$ cat config.mk
export PLATFORM = sky130hd
export DESIGN_NAME = int_exec_alu
export DESIGN_NICKNAME = d
export VERILOG_FILES = /design/src/rtl/int_exec_alu_pkg.sv /design/src/rtl/alu_addsub.sv /design/src/rtl/alu_shifter.sv /design/src/rtl/alu_bitwise.sv /design/src/rtl/int_exec_alu.sv
export SDC_FILE = /design/constraint.sdc
export NUM_CORES = 1
export LEC_CHECK = 0
export BUFFER_PORTS_ARGS = -buffer_cell sky130_fd_sc_hd__buf_2
export CORE_MARGIN = 10
export CORE_UTILIZATION = 45
export DETAILED_ROUTE_END_ITERATION = 6
export MAX_ROUTING_LAYER = met4
export SLEW_MARGIN = 20
export SYNTH_ARGS = -nofsm -noshare
export SYNTH_HDL_FRONTEND = slang
export SYNTH_SLANG_ARGS = --single-unit
$ cat constraint.sdc
create_clock -name vclk -period 16.8
set_input_delay 4.2 -clock vclk [all_inputs]
set_output_delay 4.2 -clock vclk [all_outputs]
set_load 0.03 [all_outputs]
$ cat src/rtl/int_exec_alu_pkg.sv
package int_exec_alu_pkg;

  typedef enum logic [3:0] {
    OP_ADD  = 4'd0,
    OP_SUB  = 4'd1,
    OP_AND  = 4'd2,
    OP_OR   = 4'd3,
    OP_NOR  = 4'd4,
    OP_SLT  = 4'd5,
    OP_SHL  = 4'd6,
    OP_SHR  = 4'd7,
    OP_HIGH = 4'd8,
    OP_ADDR = 4'd9
  } alu_op_e;

endpackage

$ cat src/rtl/alu_addsub.sv
module alu_addsub #(
  parameter int unsigned DATA_W = 32
) (
  input  logic [DATA_W-1:0] lhs,
  input  logic [DATA_W-1:0] rhs,
  input  logic              do_sub,
  output logic [DATA_W-1:0] sum
);

  logic [DATA_W-1:0] rhs_eff;

  always_comb begin
    rhs_eff = rhs ^ {DATA_W{do_sub}};
    sum     = lhs + rhs_eff + {{(DATA_W-1){1'b0}}, do_sub};
  end

endmodule

$ cat src/rtl/alu_shifter.sv
module alu_shifter #(
  parameter int unsigned DATA_W   = 32,
  parameter int unsigned SHAMT_W  = 5,
  parameter bit          DIR_LEFT = 1'b1
) (
  input  logic [DATA_W-1:0]  din,
  input  logic [SHAMT_W-1:0] amount,
  output logic [DATA_W-1:0]  dout
);

  logic [DATA_W-1:0] stage [SHAMT_W+1];

  assign stage[0] = din;

  for (genvar i = 0; i < SHAMT_W; i++) begin : g_stage
    localparam int unsigned DIST = 1 << i;
    if (DIR_LEFT) begin : g_left
      assign stage[i+1] = amount[i] ? {stage[i][DATA_W-1-DIST:0], {DIST{1'b0}}} : stage[i];
    end else begin : g_right
      assign stage[i+1] = amount[i] ? {{DIST{1'b0}}, stage[i][DATA_W-1:DIST]} : stage[i];
    end
  end

  assign dout = stage[SHAMT_W];

  always_comb begin
    if (amount == '0) begin
      AST_SHIFT_IDENT: assert (dout == din);
    end
  end

endmodule

$ cat src/rtl/alu_bitwise.sv
module alu_bitwise #(
  parameter int unsigned DATA_W = 32
) (
  input  logic [DATA_W-1:0] lhs,
  input  logic [DATA_W-1:0] rhs,
  output logic [DATA_W-1:0] and_out,
  output logic [DATA_W-1:0] or_out,
  output logic [DATA_W-1:0] nor_out
);

  always_comb begin
    and_out = lhs & rhs;
    or_out  = lhs | rhs;
    nor_out = ~or_out;
  end

endmodule

$ cat src/rtl/int_exec_alu.sv
module int_exec_alu
  import int_exec_alu_pkg::*;
#(
  parameter int unsigned DATA_W  = 32,
  parameter int unsigned IMM_W   = 16,
  parameter int unsigned SHAMT_W = $clog2(DATA_W)
) (
  input  logic [3:0]         op_sel,
  input  logic [DATA_W-1:0]  opnd_a,
  input  logic [DATA_W-1:0]  opnd_b,
  input  logic [SHAMT_W-1:0] shamt,
  output logic [DATA_W-1:0]  result,
  output logic               zero
);

  localparam int unsigned MSB    = DATA_W - 1;
  localparam int unsigned LOW_W  = DATA_W - IMM_W;

  logic [DATA_W-1:0] offset_sx;
  logic [DATA_W-1:0] sum_rhs;
  logic [DATA_W-1:0] sum_out;
  logic [DATA_W-1:0] diff_out;
  logic [DATA_W-1:0] shl_out;
  logic [DATA_W-1:0] shr_out;
  logic [DATA_W-1:0] and_out;
  logic [DATA_W-1:0] or_out;
  logic [DATA_W-1:0] nor_out;
  logic [DATA_W-1:0] high_out;
  logic              less;

  // Address offset: low immediate bits, sign bit replicated upward.
  assign offset_sx = {{LOW_W{opnd_b[IMM_W-1]}}, opnd_b[IMM_W-1:0]};
  assign sum_rhs   = (op_sel == OP_ADDR) ? offset_sx : opnd_b;
  assign high_out  = {opnd_b[IMM_W-1:0], {LOW_W{1'b0}}};

  // Adder for add and address generation.
  alu_addsub #(.DATA_W(DATA_W)) u_sum (
    .lhs    (opnd_a),
    .rhs    (sum_rhs),
    .do_sub (1'b0),
    .sum    (sum_out)
  );

  // Dedicated subtractor: feeds sub, compare and the branch flag.
  alu_addsub #(.DATA_W(DATA_W)) u_cmp (
    .lhs    (opnd_a),
    .rhs    (opnd_b),
    .do_sub (1'b1),
    .sum    (diff_out)
  );

  alu_shifter #(.DATA_W(DATA_W), .SHAMT_W(SHAMT_W), .DIR_LEFT(1'b1)) u_shl (
    .din    (opnd_a),
    .amount (shamt),
    .dout   (shl_out)
  );

  alu_shifter #(.DATA_W(DATA_W), .SHAMT_W(SHAMT_W), .DIR_LEFT(1'b0)) u_shr (
    .din    (opnd_a),
    .amount (shamt),
    .dout   (shr_out)
  );

  alu_bitwise #(.DATA_W(DATA_W)) u_logic (
    .lhs     (opnd_a),
    .rhs     (opnd_b),
    .and_out (and_out),
    .or_out  (or_out),
    .nor_out (nor_out)
  );

  // Signed compare: differing signs decide directly, else the difference sign.
  assign less = (opnd_a[MSB] ^ opnd_b[MSB]) ? opnd_a[MSB] : diff_out[MSB];
  assign zero = (diff_out == '0);

  always_comb begin
    case (op_sel)
      OP_ADD:  result = sum_out;
      OP_SUB:  result = diff_out;
      OP_AND:  result = and_out;
      OP_OR:   result = or_out;
      OP_NOR:  result = nor_out;
      OP_SLT:  result = {{(DATA_W-1){1'b0}}, less};
      OP_SHL:  result = shl_out;
      OP_SHR:  result = shr_out;
      OP_HIGH: result = high_out;
      OP_ADDR: result = sum_out;
      default: result = '0;
    endcase
  end

  always_comb begin
    if (op_sel == OP_NOR) begin
      AST_NOR_DISJOINT: assert (((result & (opnd_a | opnd_b)) == '0) && ((result | opnd_a | opnd_b) == '1));
    end
    if (op_sel == OP_SLT) begin
      AST_SLT_BOOL: assert (result[DATA_W-1:1] == '0);
    end
    if (op_sel == OP_SHL) begin
      AST_SHL_ZFILL: assert ((result & ~({DATA_W{1'b1}} << shamt)) == '0);
    end
    if (op_sel == OP_HIGH) begin
      AST_HIGH_LOWZERO: assert (result[LOW_W-1:0] == '0);
    end
    if (op_sel > 4'd9) begin
      AST_UNUSED_ZERO: assert (result == '0);
    end
    AST_ZERO_EQUAL: assert (zero == (opnd_a == opnd_b));
  end

endmodule

## Word level (Yosys, flattened, before mapping)

Cells that the tools add are included.

- Add/sub/neg operators: 3
- Eq/ne operators: 9
- Muxes and demuxes: 13
- Reductions and logical operators: 3
- Bitwise logic cells: 5

Operators with widths:

| cell | count |
|---|---|
| 32-bit two-way mux | 11 |
| 32-bit case mux with 9 select lines | 1 |
| 32-bit adder | 2 |
| 32-bit NOT | 2 |
| 32-bit by 1-bit adder with 32-bit output (second input constant) | 1 |
| 32-bit AND | 1 |
| 32-bit zero test | 1 |
| 32-bit bitwise OR | 1 |
| 4-bit by 3-bit equality test with 1-bit output (second input constant) | 4 |
| 4-bit by 2-bit equality test with 1-bit output (second input constant) | 2 |
| 4-bit equality test (second input constant) | 2 |
| 4-bit by 1-bit equality test with 1-bit output (second input constant) | 1 |
| 4-bit zero test | 1 |
| 2-bit OR reduction | 1 |
| 1-bit two-way mux | 1 |
| 1-bit bitwise XOR | 1 |

- Register bits: 0

## Logic depth before layout (Yosys ltp)

- Depth in word-level cells: 6
- Mapped depth: 22
- Depth with buffers taken out: 21

## Modules after synthesis

A second synthesis with hierarchy kept.

- Cell total of the unflattened synthesis: 1322
- Area total of the unflattened synthesis: 10213.5 um^2

By module, submodules not included:

| module | area an instance (um^2) | seq. area each (um^2) | times used | cells each |
|---|---|---|---|---|
| alu_addsub at u_sum | 2174.6 | 0.0 | 1 | 303 |
| alu_addsub at u_cmp | 2145.8 | 0.0 | 1 | 292 |
| int_exec_alu | 1780.5 | 0.0 | 1 | 256 |
| alu_shifter at u_shr | 1778.0 | 0.0 | 1 | 192 |
| alu_shifter at u_shl | 1774.2 | 0.0 | 1 | 183 |
| alu_bitwise | 560.5 | 0.0 | 1 | 96 |

## Worst setup path after synthesis

Ideal clock, no wire load.

- Kind: input -> output
- From: input port opnd_a[10]
- To: output port zero
- Required time: 12.600 ns
- Path buffers: 1
- Data arrival time: 9.155 ns
- Setup slack: 3.445 ns
- Stages on the path: 22
- Cells stage by stage: inv_1 -> ha_1 -> buf_2 -> inv_2 -> a21oi_1 -> nand2_1 -> o31ai_2 -> o211ai_1 -> a311o_1 -> a221o_1 -> a21oi_1 -> nor2_1 -> nor2_1 -> fa_1 -> nand4b_1 -> a2111oi_4 -> o2111ai_1 -> or3_1 -> nor4_2 -> nand4b_1 -> or4_1 -> nor4_2

- Longest elaborated chain between the ends: 3

Ends and longest elaborated chain:

| what | RTL line | source |
|---|---|---|
| from (decl) | int_exec_alu.sv:9 | `input logic [DATA_W-1:0] opnd_a,` |
| 32-bit adder | alu_addsub.sv:14 | `sum = lhs + rhs_eff + {{(DATA_W-1){1'b0}}, do_sub};` |
| 32-bit by 1-bit adder with 32-bit output | alu_addsub.sv:14 |  |
| 32-bit zero test | int_exec_alu.sv:74 | `assign zero = (diff_out == '0);` |
| to (decl) | int_exec_alu.sv:13 | `output logic zero` |

No other way between the ends.

## Worst setup path in the final report

- From: input port opnd_b[10]
- To: output port zero

- Longest elaborated chain between the ends: 4

Ends and longest elaborated chain:

| what | RTL line | source |
|---|---|---|
| from (decl) | int_exec_alu.sv:10 | `input logic [DATA_W-1:0] opnd_b,` |
| 32-bit NOT (no source line) | - |  |
| 32-bit adder | alu_addsub.sv:14 |  |
| 32-bit by 1-bit adder with 32-bit output | alu_addsub.sv:14 |  |
| 32-bit zero test | int_exec_alu.sv:74 |  |

No other way between the ends.

==> insert_results.sql <==
INSERT INTO impl_metrics (metric_group, metric, value, unit) VALUES
('timing', 'finalWorstSetupSlack', '2260', 'ps'),
('power', 'total_power', '370', 'uW'),
('yosys', 'synth.most_common_cell', 'sky130_fd_sc_hd__o21ai_0', ''),
('route', 'routedWlPerCell', '27.1', 'um'),
('floorplan', 'die_w', '158', 'um'),
('floorplan', 'io-pin-count', '106', ''),
('yosys', 'synthesis.nets', '1493', ''),
('timing', 'setup-violations-final', '0', ''),
('route', 'detail_route.vias_per_cell', '6.71', ''),
('floorplan', 'placeableCoreArea', '0.0186', 'sq mm'),
('cts', 'cts_setup_buffers', '0', ''),
('worst_setup_path', 'timing.critical_path.arrival', '10340', 'ps'),
('yosys', 'netlist.top_cell.by_area', 'sky130_fd_sc_hd__ha_1', ''),
('timing', 'tightest_slew', '877', 'ps'),
('global_routing', 'gr-total-overflow', '0', ''),
('route', 'detailedRoute.firstIterationViolations', '1384', ''),
('worst_setup_path', 'worst-path-max-fanout', '13', ''),
('finish', 'final_nets', '1528', ''),
('finish', 'nFlopsAndLatches', '0', ''),
('yosys', 'synth.yosys.warnings', '0', ''),
('global_routing', 'number_of_antenna_violations_at_the_first_check_in_global_routing', '0', ''),
('yosys', 'netlist_instances', '1306', ''),
('global_routing', 'first_global_vias', '9742', ''),
('placement', 'dp_worst_setup_slack', '2450', 'ps'),
('worst_setup_path', 'critPathRequiredTime', '12600', 'ps'),
('run_status', 'outcome', 'completed', ''),
('worst_setup_path', 'endpoint_kind', 'output port', ''),
('placement', 'place.detailed.hpwl', '34.4', 'mm'),
('finish', 'final_cell_area', '0.00909', 'sq mm'),
('cts', 'cts_repair_resize_count', '0', ''),
('power', 'vdd.ir_drop.worst', '0.0000207', 'V'),
('yosys', 'synthDistinctLibCells', '88', ''),
('worst_setup_path', 'cpPeakStageDelay', '640', 'ps'),
('hold_path', 'path_class_of_the_lowest_slack_min_delay_path', 'input port to output port', ''),
('worst_setup_path', 'cp.buffers_inverters', '4', ''),
('yosys', 'netlist_area', '0.00852', 'sq mm'),
('global_routing', 'grt_first_pass_wirelength', '62.4', 'mm'),
('finish', 'final_layout_size_suffix_gt1_share', '12.3', '%'),
('finish', 'num-clock-buffers', '0', ''),
('route', 'detail_route.wirelength', '42.7', 'mm'),
('placement', 'placedCellCount', '1573', ''),
('yosys', 'yosys-top-cells-area', 'sky130_fd_sc_hd__ha_1 16%, sky130_fd_sc_hd__o21ai_0 9.3%, sky130_fd_sc_hd__mux2i_1 7.5%', ''),
('timing', 'max-slew-margin-rel', '41.5', '%'),
('timing', 'slew_violations', '0', ''),
('power', 'p_per_area', '40.7', 'mW/mm^2'),
('timing', 'setup-tns-final', '0', 'ps'),
('job', 'drv.max_cap_violation_count', '0', ''),
('yosys', 'synth.cells.most_frequent', '159 x sky130_fd_sc_hd__o21ai_0, 133 x sky130_fd_sc_hd__nor2_1, 119 x sky130_fd_sc_hd__nand2_1', ''),
('placement', 'portBuffers', '106', ''),
('worst_setup_path', 'critical-path-top-delay-family', 'compound AO/OA/AOI/OAI gates', ''),
('timing', 'fmax', '68.8', 'MHz'),
('worst_setup_path', 'critPathKind', 'input port to output port', ''),
('cts', 'cts_hold_buffers', '0', ''),
('timing', 'rsz0062_at_grt', 'no', ''),
('floorplan', 'die_h', '158', 'um'),
('worst_setup_path', 'worst_setup_path_start_kind', 'input port', ''),
('route', 'drt_drc_violations_left', '0', ''),
('worst_setup_path', 'cp_cell_sequence', 'buf_2 -> inv_1 -> ha_1 -> inv_2 -> a21oi_1 -> nand2_1 -> o31ai_2 -> o211ai_1 -> a311o_1 -> a221o_1 -> a21oi_1 -> nor2_1 -> nor2_1 -> fa_1 -> nand4b_1 -> a2111oi_4 -> o2111ai_1 -> or3_1 -> nor4_2 -> nand4b_1 -> or4_1 -> nor4_2 -> buf_2', ''),
('route', 'ant_nets', '0', ''),
('finish', 'final_cell_count_no_fill', '1573', ''),
('yosys', 'ys_seq_area_share', '0', '%'),
('route', 'overall_via_count_from_detail_route', '10600', ''),
('finish', 'layout-area-overhead-vs-synth', '6.77', '%'),
('finish', 'n_antenna_cell', '0', ''),
('yosys', 'synthDominantCellAreaShare', '16.3', '%'),
('global_routing', 'grt_start_max_net_pins', '63', ''),
('placement', 'placer_s_final_routability_congestion_estimate', '1.08', ''),
('timing', 'period_share', '86.6', '%'),
('floorplan', 'die_area', '0.0248', 'sq mm'),
('timing', 'hold_viol', '0', ''),
('timing', 'timing.final.crit_period', '14540', 'ps');
[path summary, 6_finish.rpt]
path / startpoint / end / slack, ps / cells after the start
worst max-delay path: opnd_b[10] / zero / 2260 / 23
worst min-delay path: shamt[4] / result[3] / 9080 / 4
[power by group]
| group | total (mW) | switching (mW) | leakage, nW | internal (mW) |
|---|---|---|---|---|
| Combinational | 0.370 | 0.249 | 4.13 | 0.120 |
| Clock | 0 | 0 | 0 | 0 |
| Sequential | 0 | 0 | 0 | 0 |
| Total | 0.370 | 0.249 | 4.13 | 0.120 |
[logic make-up after synthesis]
kind of cell,share of synthesized area (%)
compound gates,38.0
xor+xnor,3.19
fa+ha+maj,17.0
buf+inv,9.17
mux,10.6
simple gates,22.1
[layout make-up]
type,instances,area (sq um)
Fill cell,2011,9550
Inverter,99,374
Multi-Input combinational cell,1117,7770
Tap cell,234,293
Timing Repair Buffer,123,658
[metal layers]
metal / GRT usage, % / wire (um)
met5: - / 0
met3: 3.04 / 3580
met1: 42.9 / 17600
met4: 12.6 / 1920
met2: 54.5 / 19600
[placed cells by master (no fill, tap or decap), drive strengths merged, types with 9 or more instances in the layout]
cell type and n:
o21ai 164, nor2 133, buf 123, nand2 119, ha 111, a21oi 99
inv 96, mux2i 64, a221oi 34, nor3 29, xnor2 26, o22ai 22
o211ai 19, nand3 18, a221o 18, or3 17, a21o 17, o21bai 16
o31ai 15, a22oi 14, a211oi 14, o221ai 14, nand2b 13, nor4 11
nor2b 10, mux4 9
No activity file was read; power rests on OpenSTA's default activity.
